**config.mk**
```make
export PLATFORM = sky130hd
export DESIGN_NAME = ext_irq_pins
export DESIGN_NICKNAME = d
export VERILOG_FILES = /design/src/rtl/extirq_pkg.sv /design/src/rtl/irqpin_ctrl.sv /design/src/rtl/irqpin_sense.sv /design/src/rtl/irqpin_dp.sv /design/src/rtl/ext_irq_pins.sv
export SDC_FILE = /design/constraint.sdc
export NUM_CORES = 1
export LEC_CHECK = 0
export BUFFER_PORTS_ARGS = -buffer_cell sky130_fd_sc_hd__buf_2
export CORE_MARGIN = 2
export CORE_UTILIZATION = 45
export DETAILED_ROUTE_END_ITERATION = 10
export PLACE_DENSITY = 0.66
export SLEW_MARGIN = 20
export SYNTH_ARGS = -nofsm -noshare
export SYNTH_HDL_FRONTEND = slang
export SYNTH_SLANG_ARGS = --single-unit
```
**constraint.sdc**
```tcl
create_clock -name clk -period 1.51 [get_ports clk]
set_clock_uncertainty 0.05 [all_clocks]
set_input_delay 0 -clock clk [delete_from_list [all_inputs] [get_ports clk]]
set_output_delay 0 -clock clk [all_outputs]
set_load 0.005 [all_outputs]
```
**src/rtl/extirq_pkg.sv**
```systemverilog
package extirq_pkg;
  localparam int ADDR_W = 3;
  localparam logic [ADDR_W-1:0] ADDR_SENSE = 3'd0;
  localparam logic [ADDR_W-1:0] ADDR_PRIO  = 3'd1;
  localparam logic [ADDR_W-1:0] ADDR_PEND  = 3'd2;
  localparam logic [ADDR_W-1:0] ADDR_MSET  = 3'd3;
  localparam logic [ADDR_W-1:0] ADDR_MCLR  = 3'd4;
  localparam logic [ADDR_W-1:0] ADDR_MODE  = 3'd5;
  localparam int MODE_BIT = 23;
  localparam int PRIO_W   = 4;

  typedef enum logic [3:0] {
    SENSE_FALL = 4'd0,
    SENSE_RISE = 4'd1,
    SENSE_LOW  = 4'd2,
    SENSE_HIGH = 4'd3,
    SENSE_BOTH = 4'd4
  } senseCode_e;

  typedef struct packed {
    logic senseWr;
    logic prioWr;
    logic pendWr;
    logic maskSetWr;
    logic maskClrWr;
    logic modeWr;
  } regStrobes_t;
endpackage

```
**src/rtl/irqpin_ctrl.sv**
```systemverilog
module irqpin_ctrl
  import extirq_pkg::*;
(
  input  logic              wrEn,
  input  logic [ADDR_W-1:0] addr,
  output regStrobes_t       strobes
);
  always_comb begin
    strobes = '0;
    if (wrEn) begin
      case (addr)
        ADDR_SENSE: strobes.senseWr   = 1'b1;
        ADDR_PRIO:  strobes.prioWr    = 1'b1;
        ADDR_PEND:  strobes.pendWr    = 1'b1;
        ADDR_MSET:  strobes.maskSetWr = 1'b1;
        ADDR_MCLR:  strobes.maskClrWr = 1'b1;
        ADDR_MODE:  strobes.modeWr    = 1'b1;
        default:    strobes = '0;
      endcase
    end
  end
endmodule

```
**src/rtl/irqpin_sense.sv**
```systemverilog
module irqpin_sense
  import extirq_pkg::*;
#(
  parameter int SENSE_W = 4
) (
  input  logic               clk,
  input  logic               rstN,
  input  logic               pinRaw,
  input  logic [SENSE_W-1:0] code,
  output logic               evt
);
  logic syncA, syncB, lastB;
  logic [3:0] codeWide;

  always_ff @(posedge clk or negedge rstN) begin
    if (!rstN) begin
      syncA <= 1'b0;
      syncB <= 1'b0;
      lastB <= 1'b0;
    end else begin
      syncA <= pinRaw;
      syncB <= syncA;
      lastB <= syncB;
    end
  end

  assign codeWide = 4'(code);

  always_comb begin
    case (codeWide)
      SENSE_FALL: evt = lastB & ~syncB;
      SENSE_RISE: evt = ~lastB & syncB;
      SENSE_LOW:  evt = ~syncB;
      SENSE_HIGH: evt = syncB;
      SENSE_BOTH: evt = lastB ^ syncB;
      default:    evt = 1'b0;
    endcase
  end
endmodule

```
**src/rtl/irqpin_dp.sv**
```systemverilog
module irqpin_dp
  import extirq_pkg::*;
#(
  parameter int NUM_PINS = 8,
  parameter int SENSE_W  = 4,
  parameter int PEND_W   = 8,
  parameter bit HAS_MODE = 1'b1
) (
  input  logic                clk,
  input  logic                rstN,
  input  regStrobes_t         strobes,
  input  logic [ADDR_W-1:0]   addr,
  input  logic [31:0]         wrData,
  input  logic [NUM_PINS-1:0] pinIn,
  output logic [31:0]         rdData,
  output logic [NUM_PINS-1:0] irqOut,
  output logic                irqAny
);
  localparam int SENSE_USED = NUM_PINS * SENSE_W;
  localparam int PRIO_USED  = NUM_PINS * PRIO_W;
  localparam logic [31:0] SENSE_KEEP = 32'hFFFF_FFFF << (32 - SENSE_USED);
  localparam logic [31:0] PRIO_KEEP  = 32'hFFFF_FFFF << (32 - PRIO_USED);
  localparam logic [31:0] MODE_MASK  = 32'd1 << MODE_BIT;

  logic [31:0]         senseReg, prioReg;
  logic [NUM_PINS-1:0] pendReg, maskReg, evtVec, gated;
  logic [PEND_W-1:0]   pendView;
  logic                modeBit;

  always_ff @(posedge clk or negedge rstN) begin
    if (!rstN) begin
      senseReg <= '0;
      prioReg  <= '0;
    end else begin
      if (strobes.senseWr) senseReg <= wrData & SENSE_KEEP;
      if (strobes.prioWr)  prioReg  <= wrData & PRIO_KEEP;
    end
  end

  for (genvar k = 0; k < NUM_PINS; k++) begin : g_pin
    localparam int SEL = PEND_W - 1 - k;
    logic keepBit, setBit, clrBit, prioOn;

    irqpin_sense #(.SENSE_W(SENSE_W)) u_sense (
      .clk    (clk),
      .rstN   (rstN),
      .pinRaw (pinIn[k]),
      .code   (senseReg[32-(k+1)*SENSE_W +: SENSE_W]),
      .evt    (evtVec[k])
    );

    assign keepBit = ~strobes.pendWr | wrData[SEL];
    assign setBit  = strobes.maskSetWr & wrData[SEL];
    assign clrBit  = strobes.maskClrWr & wrData[SEL];
    assign prioOn  = |prioReg[32-(k+1)*PRIO_W +: PRIO_W];

    always_ff @(posedge clk or negedge rstN) begin
      if (!rstN) begin
        pendReg[k] <= 1'b0;
        maskReg[k] <= 1'b1;
      end else begin
        pendReg[k] <= (pendReg[k] & keepBit) | evtVec[k];
        if (setBit)      maskReg[k] <= 1'b1;
        else if (clrBit) maskReg[k] <= 1'b0;
      end
    end

    assign gated[k]  = pendReg[k] & ~maskReg[k] & prioOn;
    assign irqOut[k] = gated[k] & modeBit;
  end

  if (HAS_MODE) begin : g_mode
    always_ff @(posedge clk or negedge rstN) begin
      if (!rstN)              modeBit <= 1'b0;
      else if (strobes.modeWr) modeBit <= wrData[MODE_BIT];
    end
  end else begin : g_nomode
    assign modeBit = 1'b1;
  end

  assign irqAny = |gated;

  always_comb begin
    pendView = '0;
    for (int k = 0; k < NUM_PINS; k++) pendView[PEND_W-1-k] = pendReg[k];
  end

  always_comb begin
    case (addr)
      ADDR_SENSE: rdData = senseReg;
      ADDR_PRIO:  rdData = prioReg;
      ADDR_PEND:  rdData = 32'(pendView);
      ADDR_MODE:  rdData = (HAS_MODE && modeBit) ? MODE_MASK : 32'd0;
      default:    rdData = 32'd0;
    endcase
  end
endmodule

```
**src/rtl/ext_irq_pins.sv**
```systemverilog
module ext_irq_pins
  import extirq_pkg::*;
#(
  parameter int NUM_PINS = 8,
  parameter int SENSE_W  = 4,
  parameter int PEND_W   = 8,
  parameter bit HAS_MODE = 1'b1
) (
  input  logic                clk,
  input  logic                rstN,
  input  logic [NUM_PINS-1:0] pinIn,
  input  logic [2:0]          busAddr,
  input  logic                busWrEn,
  input  logic [31:0]         busWrData,
  output logic [31:0]         busRdData,
  output logic [NUM_PINS-1:0] irqOut,
  output logic                irqAny
);
  regStrobes_t strobes;

  irqpin_ctrl u_ctrl (
    .wrEn    (busWrEn),
    .addr    (busAddr),
    .strobes (strobes)
  );

  irqpin_dp #(
    .NUM_PINS (NUM_PINS),
    .SENSE_W  (SENSE_W),
    .PEND_W   (PEND_W),
    .HAS_MODE (HAS_MODE)
  ) u_dp (
    .clk     (clk),
    .rstN    (rstN),
    .strobes (strobes),
    .addr    (busAddr),
    .wrData  (busWrData),
    .pinIn   (pinIn),
    .rdData  (busRdData),
    .irqOut  (irqOut),
    .irqAny  (irqAny)
  );
endmodule

```
==> results.ini, run 1 <==
[placed_design]
place.port_buffers=86
place.detailed.hpwl_mm=9.10
gpl.final_weighted_congestion=0.849

[drt]
drt_iter0_drc=175
detailroute.via_count=3893
drt_first_pass_iters=4
remaining_drc_errors=0
wl_mm=12.7
wl_per_cell_um=17.6
drt.antenna.violating_nets=0
via_per_inst=5.37

[die]
placement_rows=39
die-width_um=112
dieArea_um2=12700
placeableCoreArea_um2=11500
initial_core_util=0.462
io_pins=87
die_h_um=112

[run]
max_cap_violations=0

[grt]
grt_first_pass_wirelength_mm=20.7
number_of_antenna_violations_at_the_first_check_in_global_routing=0
grt.busiest_layer=met2
met2_usage=0.345
grt.met3_usage=0.0421
globalRouteTotalUtil=0.207
pin_count_of_the_biggest_net_entering_global_routing=44
grt.overflow.total=0
first_global_vias=4058
met1_usage=0.280

[synth]
ys.flop_type=dfrtp_1
leading_area_contributor_after_synthesis=dfrtp_1
synth_commonest_cells=97 x dfrtp_1, 60 x mux2_4, 28 x inv_1
synth.avg_cell_area_um2=13.0
synthCells=406
postSynth.asyncResetShare=1.00
synth.ff_latch_count=105
synth-edff-count=0
yosysSeqAreaShare=0.498
mappedNetlistArea_um2=5300
yosysWarnings=0
post_synth_main_area_contributors=dfrtp_1 46%, mux2_4 17%, dfstp_2 4.0%, a22o_1 3.8%, ha_1 3.8%
synthDistinctLibCells=36
syn-num-nets=468
yosysTopAreaCellShare=0.458
yosysMostFrequentCell=dfrtp_1

[layout]
fin_util=0.615
final_layout_size_suffix_gt1_frac=0.442
num_antenna_cells=0
final.fill_count=906
design.final.nets=639
area_grow_syn2layout_pct=33.1
multiInputGateArea_um2=2500
sequential_cell_area_um2=2640

[power_and_ir_drop]
irDropWorstVdd_uv=920
power_density_of_the_placed_cells_nw_per_um2=1180
p_leak_nw=3.38

[critical_path]
critPathLaunchType=flip-flop
cp-end-kind=primary output
crit-reg2reg-capture=u_dp.pendReg[1]
reg2reg_setup_slack_ns=0.08
rr_startpoint=u_dp.g_pin[1].u_sense.syncB
worst_r2r_path_depth=5
criticalPathCategory=flip-flop to primary output
worstPathRequired_ns=1.46
path_max_fanout=2
timing.critical_path.arrival_ns=1.96

[cts]
maximum_buffer_depth_of_the_clock_tree=2
cts_tree=yes
clock_pin_slew_on_the_worst_setup_and_hold_paths_ns=0.07
clock_sink_count=105
clock_tree.root_cell=clkbuf_16
htreeDepth=3
worstSkewPairLatency_ns=0.34
numCtsBuffers=9

[hold_path]
worstHoldEndpoint=u_dp.modeBit
worst_hold_startpoint=busWrEn
min_path_cells=3
hold_path_class=input pin to flip-flop

[sta]
setup_repair_after_global_routing_missed_its_margin=yes
slew_violations=0
final.setup.worst_slack_ns=-0.502
layout_min_cycle_time_ns=2.01
report.final.setup_viol=4
max_slew.worst_pin.slew_ns=0.541
timing.final.hold_violations=0
tns_ns=-0.663
slew_headroom=0.634
fmaxAchievable_ghz=0.497
fin_worst_hold_slack_ns=0.0260
fin_crit_sh=1.33

[outcome]
violated_checks=negative setup slack
outcome=finished, violations left

flip-flops by register name (all words and copies together) (netlist names):
register and cells:
u_dp.modeBit 1, u_dp.g_pin.u_sense.lastB 8, u_dp.maskReg 8, u_dp.g_pin.u_sense.syncA 8, u_dp.pendReg 8, u_dp.g_pin.u_sense.syncB 8, u_dp.prioReg 32, u_dp.senseReg 32
per-stage QoR:
step | power [mW] | area, um2 | instances | setup WS, ns
3_3_place_gp | 5.66 | 6210 | 667 | -0.177
3_5_place_dp | 5.74 | 6210 | 667 | -0.203
5_1_grt | 8.74 | 7050 | 725 | -0.581
6_report | 8.32 | 7050 | 725 | -0.502
2_1_floorplan | 4.83 | 5300 | 406 | 0.125
4_1_cts | 8.28 | 6980 | 724 | -0.511
worst max path at each step:
stage	startpoint	endpoint	depth (start not counted)
after global routing	u_dp.prioReg[16]	irqAny	5
final	u_dp.prioReg[23]	irqAny	5
after CTS	u_dp.prioReg[19]	irqAny	5
after global placement	u_dp.prioReg[23]	irqAny	5
after detailed placement	u_dp.prioReg[23]	irqAny	5
after floorplan	u_dp.prioReg[31]	irqAny	3
final cells by class:
cell class	instances	share of cell area
Clock buffer	11	0.0359
Clock inverter	5	0.00763
Inverter	28	0.0149
Multi-Input combinational cell	253	0.355
Sequential cell	105	0.374
Tap cell	143	0.0254
Timing Repair Buffer	180	0.186
metal layers:
| metal | wire, um | up-vias | part of all wire |
|---|---|---|---|
| met5 | 0 | - | 0 |
| met2 | 6220 | 109 | 0.49 |
| met1 | 5720 | 1955 | 0.45 |
| met3 | 559 | 20 | 0.044 |
| met4 | 236 | 0 | 0.019 |
| li1 | - | 1809 | - |
report_power, final:
part	total [mW]	switching, mW	internal, mW
Sequential	3.83	0.522	3.31
Clock	2.40	1.03	1.37
Combinational	2.09	0.752	1.34
Total	8.32	2.30	6.02
cells by family after synthesis:
family,after synthesis,share of synthesized area
fa+ha+maj,16,0.0378
xor+xnor,8,0.0132
flops,105,0.498
buf+inv,48,0.0477
simple gates,63,0.0704
compound gates,76,0.103
mux,90,0.230
worst max-delay path: stages (launching register included):
cell and delay, ns:
dfrtp_1 0.40, nor4_2 0.31, buf_4 0.17, o32ai_1 0.06, or4_4 0.55, buf_6 0.14
repair_timing:
item                                    CTS  global route
hold buffers                             41             0
resized for setup                         8            16
pin swaps                                 0             4
buffers inserted                          0             1
endpoints found under the hold margin   182             0
endpoints found under the setup margin    6            16
layout by cell type, fill, tap and decap left out, types with 2 or more instances in the layout:
master / instances
dfrtp_1: 96
buf_2: 84
mux2_4: 60
buf_4: 48
dlygate4sd3_1: 41
inv_1: 28
o21ai_0: 24
nor2_1: 23
a22o_1: 23
mux2i_1: 16
ha_1: 16
mux2_2: 13
clkbuf_16: 9
a2bb2oi_1: 8
nand3_1: 8
xnor2_1: 8
a21oi_1: 8
dfstp_2: 8
nor4_2: 6
buf_12: 5
nand2b_1: 4
o311ai_1: 4
nor4b_1: 3
o311ai_0: 3
nor3b_2: 3
o32ai_1: 3
clkinv_2: 3
nor4_1: 2
and2_2: 2
clkbuf_8: 2
buf_6: 2
No activity file was read; power rests on OpenSTA's default activity.
==> run 2, diff against run 1 <==
Settings changed: ABC_AREA set to 1.
==> results.ini, run 2 <==
[sta]
fin_worst_hold_slack_ns=0.0884
report.final.setup_viol=0
fin_crit_sh=0.992
layout_min_cycle_time_ns=1.50
max_slew.worst_pin.slew_ns=0.514
fmaxAchievable_ghz=0.668
timing.final.hold_violations=0
tns_ns=0
slew_headroom=0.658
slew_violations=0
setup_repair_after_global_routing_missed_its_margin=yes

[placed_design]
place.port_buffers=86
postPlaceCellArea_um2=5850
placed_cells=887
place.detailed.hpwl_mm=9.42
gpl.final_weighted_congestion=0.842

[cts]
htreeDepth=3
clock_pin_slew_on_the_worst_setup_and_hold_paths_ns=0.07
cts_tree=yes
maximum_buffer_depth_of_the_clock_tree=2
worstSkewPairLatency_ns=0.35
clock_sink_count=105
clock_tree.root_cell=clkbuf_16
numCtsBuffers=9

[synth]
ys.flop_type=dfrtp_1
yosysWarnings=0
postSynth.asyncResetShare=1.00
mappedNetlistArea_um2=5240
yosysTopAreaCellShare=0.463
yosysMostFrequentCell=nand2_1
syn-num-nets=725
synthDistinctLibCells=22
post_synth_main_area_contributors=dfrtp_1 46%, nand2_1 12%, inv_1 7.4%, nand3_1 6.4%, nor2_1 5.6%
yosysSeqAreaShare=0.504
synth.avg_cell_area_um2=7.90
synth-edff-count=0
synth.ff_latch_count=105
synth_commonest_cells=163 x nand2_1, 103 x inv_1, 97 x dfrtp_1
leading_area_contributor_after_synthesis=dfrtp_1
synthCells=663

[critical_path]
path_max_fanout=3
timing.critical_path.arrival_ns=1.45
critPathLaunchType=flip-flop
worstPathRequired_ns=1.46
reg2reg_setup_slack_ns=0.24
crit-reg2reg-capture=u_dp.pendReg[5]
cp-end-kind=primary output
criticalPathCategory=flip-flop to primary output
worst_r2r_path_depth=7
rr_startpoint=u_dp.g_pin[5].u_sense.syncB

[power_and_ir_drop]
cell_internal_pwr_mw=5.34
irDropWorstVdd_uv=805
combinationalPowerShare=0.219
power_density_of_the_placed_cells_nw_per_um2=1170
power.switching_mw=2.43
power.clock.fraction=0.309
p_leak_nw=3.60
swShare=0.313
pwr-share-seq=0.472
post-layout-total-power_mw=7.77

[die]
die-width_um=112
io_pins=87
initial_core_util=0.461
dieArea_um2=12500
die_h_um=112
placeableCoreArea_um2=11400
placement_rows=39

[drt]
wl_mm=13.3
drt_iter0_drc=259
routed-wl-met3_um=643
detailroute.via_count=4762
routedLengthMet1_mm=6.24
via_per_inst=5.01
routed.top_layer=met4
met2_wl_post_dr_mm=6.25
remaining_drc_errors=0
wl_per_cell_um=14.0
drt.antenna.violating_nets=0
drt_first_pass_iters=5

[grt]
first_global_vias=4677
pin_count_of_the_biggest_net_entering_global_routing=41
globalRouteTotalUtil=0.222
number_of_antenna_violations_at_the_first_check_in_global_routing=0
grt_first_pass_wirelength_mm=22.0
grt.overflow.total=0

[layout]
largest_registers=u_dp.prioReg (32), u_dp.senseReg (32)
num_antenna_cells=0
most_frequent_standard_cell_in_the_layout_excluding_fill_and_tap_cells=nand2_1
area_grow_syn2layout_pct=26.8
finalInstanceArea_um2=6640
design.final.nets=864
final_layout_size_suffix_gt1_frac=0.195
non_filler_instances=950
commonest_cells_after_routing_fill_and_taps_aside=158 x nand2_1, 103 x inv_1, 97 x dfrtp_1

[hold_path]
hold_path_class=input pin to flip-flop
worstHoldEndpoint=u_dp.modeBit
worst_hold_startpoint=busWrEn
min_path_cells=3

[outcome]
outcome=finished, final reports clean

[run]
max_cap_violations=0

==> run 2: cell types whose count changed in the layout (fill, tap and decap cells not counted), moves of 10 or more <==
cell / delta
inv_1: +75
mux2_4: -60
nor2_1: +51
o21ai_2: +10
o21ai_1: +54
a22o_1: -18
nand2_1: +157
nand3_1: +58
buf_4: -31
mux2_2: -13
mux2i_1: -16
==> run 2: metrics by stage <==
step                      setup slack [ns]  utilization
after floorplan                      0.380            -
after CTS                          0.00241        0.581
final                               0.0124        0.584
after global placement               0.247        0.514
after detailed placement             0.178        0.514
after global routing               -0.0878        0.584
==> run 2: kinds of logic (layout without fill, tap and decap cells) <==
logic type                 after synthesis  after routing  share of synthesized area
DFF                                    105            105                      0.504
AOI/OAI and AO/OA                      102            102                      0.113
buffers and inverters                  125            269                     0.0987
adders and majority gates               16             16                     0.0382
and+or+nand+nor                        315            315                      0.247
==> run 2: worst max-delay path by stage <==
stage	from	end	slack, ns	cells after the start
floorplan	u_dp.g_pin[0].u_sense.syncB	u_dp.pendReg[0]	0.38	7
global placement	busAddr[0]	u_dp.prioReg[9]	0.25	9
detailed placement	busAddr[0]	busRdData[6]	0.18	9
CTS	u_dp.prioReg[18]	irqAny	0.002	7
global route	u_dp.prioReg[26]	irqAny	-0.09	7
finish	u_dp.prioReg[26]	irqAny	0.01	7
==> run 2: timing repair <==
action / in CTS / in global routing
hold endpoints to repair: 160 / 0
pin swaps: 3 / 5
setup buffers: 3 / 1
cloned: 0 / 0
resized for setup: 2 / 8
setup endpoints to repair: 1 / 2
hold buffers: 43 / 0
==> run 2: layout make-up <==
| class | instances | area [um2] |
|---|---|---|
| fill | 1068 | 4730 |
| sequential | 105 | 2640 |
| multi-input combinational | 433 | 2110 |
| timing repair buffer | 146 | 1000 |
| inverter | 107 | 404 |
| clock buffer | 11 | 243 |
| tap | 143 | 179 |
| clock inverter | 5 | 62.6 |
==> run 2: power groups by stage <==
stage	combinational (mW)	sequential, mW	clock [mW]
floorplan	1.03	3.61	0
global placement	1.48	3.69	0
detailed placement	1.54	3.71	0
CTS	1.67	3.65	2.47
global route	1.95	3.73	2.56
finish	1.70	3.67	2.40
==> run 2: metal layers <==
metal,vias up,track usage
met5,-,0
met4,0,0.0601
met3,14,0.0512
met2,120,0.370
met1,2273,0.293
li1,2355,-
==> run 2: critical path: stages (launching register included) <==
cell	delay, ns
dfrtp_1	0.40
nor2_1	0.13
nand3_1	0.11
nand2_2	0.09
nand2_2	0.08
nor2_2	0.10
nand2_1	0.05
buf_2	0.12
==> run 3, diff against run 2 <==
Settings changed: BUFFER_PORTS_ARGS -buffer_cell sky130_fd_sc_hd__buf_2 to -buffer_cell sky130_fd_sc_hd__buf_4.
==> results.ini, run 3 (synthesis gave the netlist of run 2 again) <==
[layout]
non_filler_instances=953
sequential_cell_area_um2=2640
final_layout_size_suffix_gt1_frac=0.198
area_grow_syn2layout_pct=32.0
most_frequent_standard_cell_in_the_layout_excluding_fill_and_tap_cells=nand2_1
num_antenna_cells=0
final.fill_count=1007
multiInputGateArea_um2=2110
design.final.nets=867
largest_registers=u_dp.prioReg (32), u_dp.senseReg (32)
commonest_cells_after_routing_fill_and_taps_aside=159 x nand2_1, 101 x inv_1, 101 x buf_4

[placed_design]
gpl.final_weighted_congestion=0.855
place.detailed.hpwl_mm=9.45
place.port_buffers=86
placed_cells=888

[drt]
drt_first_pass_iters=6
remaining_drc_errors=0
wl_per_cell_um=14.1
detailroute.via_count=4745
drt_iter0_drc=277
met2_wl_post_dr_mm=6.45
via_per_inst=4.98
routed.top_layer=met4
wl_mm=13.4
routed-wl-met3_um=748
drt.antenna.violating_nets=0
routedLengthMet1_mm=6.06

[critical_path]
crit_path_frequent_cell=nand2_1
worst_r2r_path_depth=7
timing.critical_path.arrival_ns=1.46
path_max_fanout=3
critPathLaunchType=flip-flop
cp_slowest_stage_delay_ns=0.39
worstPathRequired_ns=1.46
list_of_cells_traversed_by_the_critical_path=nor2_1 > nand2_1 > nand2_2 > nand2_1 > nor2_1 > nand2_1 > buf_6
criticalPathCategory=flip-flop to primary output
worst_path_max_delay_cell=dfrtp_1
cp-end-kind=primary output

[grt]
pin_count_of_the_biggest_net_entering_global_routing=41
number_of_antenna_violations_at_the_first_check_in_global_routing=0
globalRouteTotalUtil=0.224
grt_first_pass_wirelength_mm=22.2
grt.overflow.total=0
first_global_vias=4690

[die]
dieArea_um2=12500
initial_core_util=0.461
die_h_um=112
io_pins=87
placement_rows=39
placeableCoreArea_um2=11400
die-width_um=112

[cts]
htreeDepth=3
maximum_buffer_depth_of_the_clock_tree=2
worstSkewPairLatency_ns=0.35
clock_tree.root_cell=clkbuf_16
clock_pin_slew_on_the_worst_setup_and_hold_paths_ns=0.07
clock_sink_count=105
numCtsBuffers=9
cts_tree=yes

[sta]
timing.final.hold_violations=0
max_slew.worst_pin.slew_ns=0.417
slew_violations=0
report.final.setup_viol=0
fmaxAchievable_ghz=0.663
setup_repair_after_global_routing_missed_its_margin=yes
fin_crit_sh=0.999
layout_min_cycle_time_ns=1.51
slew_headroom=0.722

[outcome]
outcome=finished, final reports clean

[run]
max_cap_violations=0

[power_and_ir_drop]
post-layout-total-power_mw=7.91
irDropWorstVdd_uv=1030
power_density_of_the_placed_cells_nw_per_um2=1140
p_leak_nw=3.68

[hold_path]
hold_path_class=input pin to async pin

[run 3: cell type report]
| type | count | area share |
|---|---|---|
| flip-flops and latches | 105 | 0.381 |
| multi-input cells | 433 | 0.305 |
| repair buffers | 149 | 0.185 |
| inverters | 107 | 0.0585 |
| clock buffers | 12 | 0.0371 |
| well taps | 143 | 0.0259 |
| clock inverters | 4 | 0.00742 |
[run 3: power breakdown]
| part | switching (mW) | internal (mW) |
|---|---|---|
| logic | 0.998 | 0.815 |
| clock network | 1.06 | 1.38 |
| registers | 0.378 | 3.29 |
[run 3: through the flow]
stage / hold slack (ns) / setup slack (ns) / instance area, um2 / util / setup TNS, ns
global route: 0.0400 / -0.0982 / 6910 / 0.608 / -0.103
detailed placement: -0.136 / 0.223 / 6100 / 0.537 / 0
floorplan: -0.346 / 0.380 / 5240 / - / 0
finish: 0.0255 / 0.00126 / 6910 / 0.608 / 0
CTS: 0.0241 / 0.0109 / 6860 / 0.603 / 0
global placement: -0.136 / 0.292 / 6100 / 0.537 / 0
[run 3: worst paths after layout]
kind | start | to | slack (ns)
hold / removal | rstN | u_dp.g_pin[5].u_sense.lastB | 0.03
hold reg to reg | u_dp.g_pin[3].u_sense.syncA | u_dp.g_pin[3].u_sense.syncB | 0.30
setup / recovery | u_dp.prioReg[29] | irqAny | 0.001
max in group asynchronous | rstN | u_dp.maskReg[2] | 0.76
min in group clk | busWrEn | u_dp.pendReg[7] | 0.04
setup reg to reg | u_dp.g_pin[5].u_sense.syncB | u_dp.pendReg[5] | 0.21
[run 3: per-layer routing]
layer,up-vias,GRT usage
li1,2362,-
met3,12,0.0566
met5,-,0
met2,139,0.372
met1,2232,0.296
met4,0,0.0535
[run 3: what timing repair did]
action	4_1_cts	5_1_grt
pin swaps	1	3
endpoints found under the setup margin	1	1
resized for setup	2	9
setup buffers	1	5
hold buffers	43	0
endpoints found under the hold margin	182	0
[run 3: critical path, delay by kind of cell (launching register included)]
| family | cells | cell delay, ns |
|---|---|---|
| buffers and inverters | 1 | 0.11 |
| DFF | 1 | 0.39 |
| and+or+nand+nor | 6 | 0.59 |
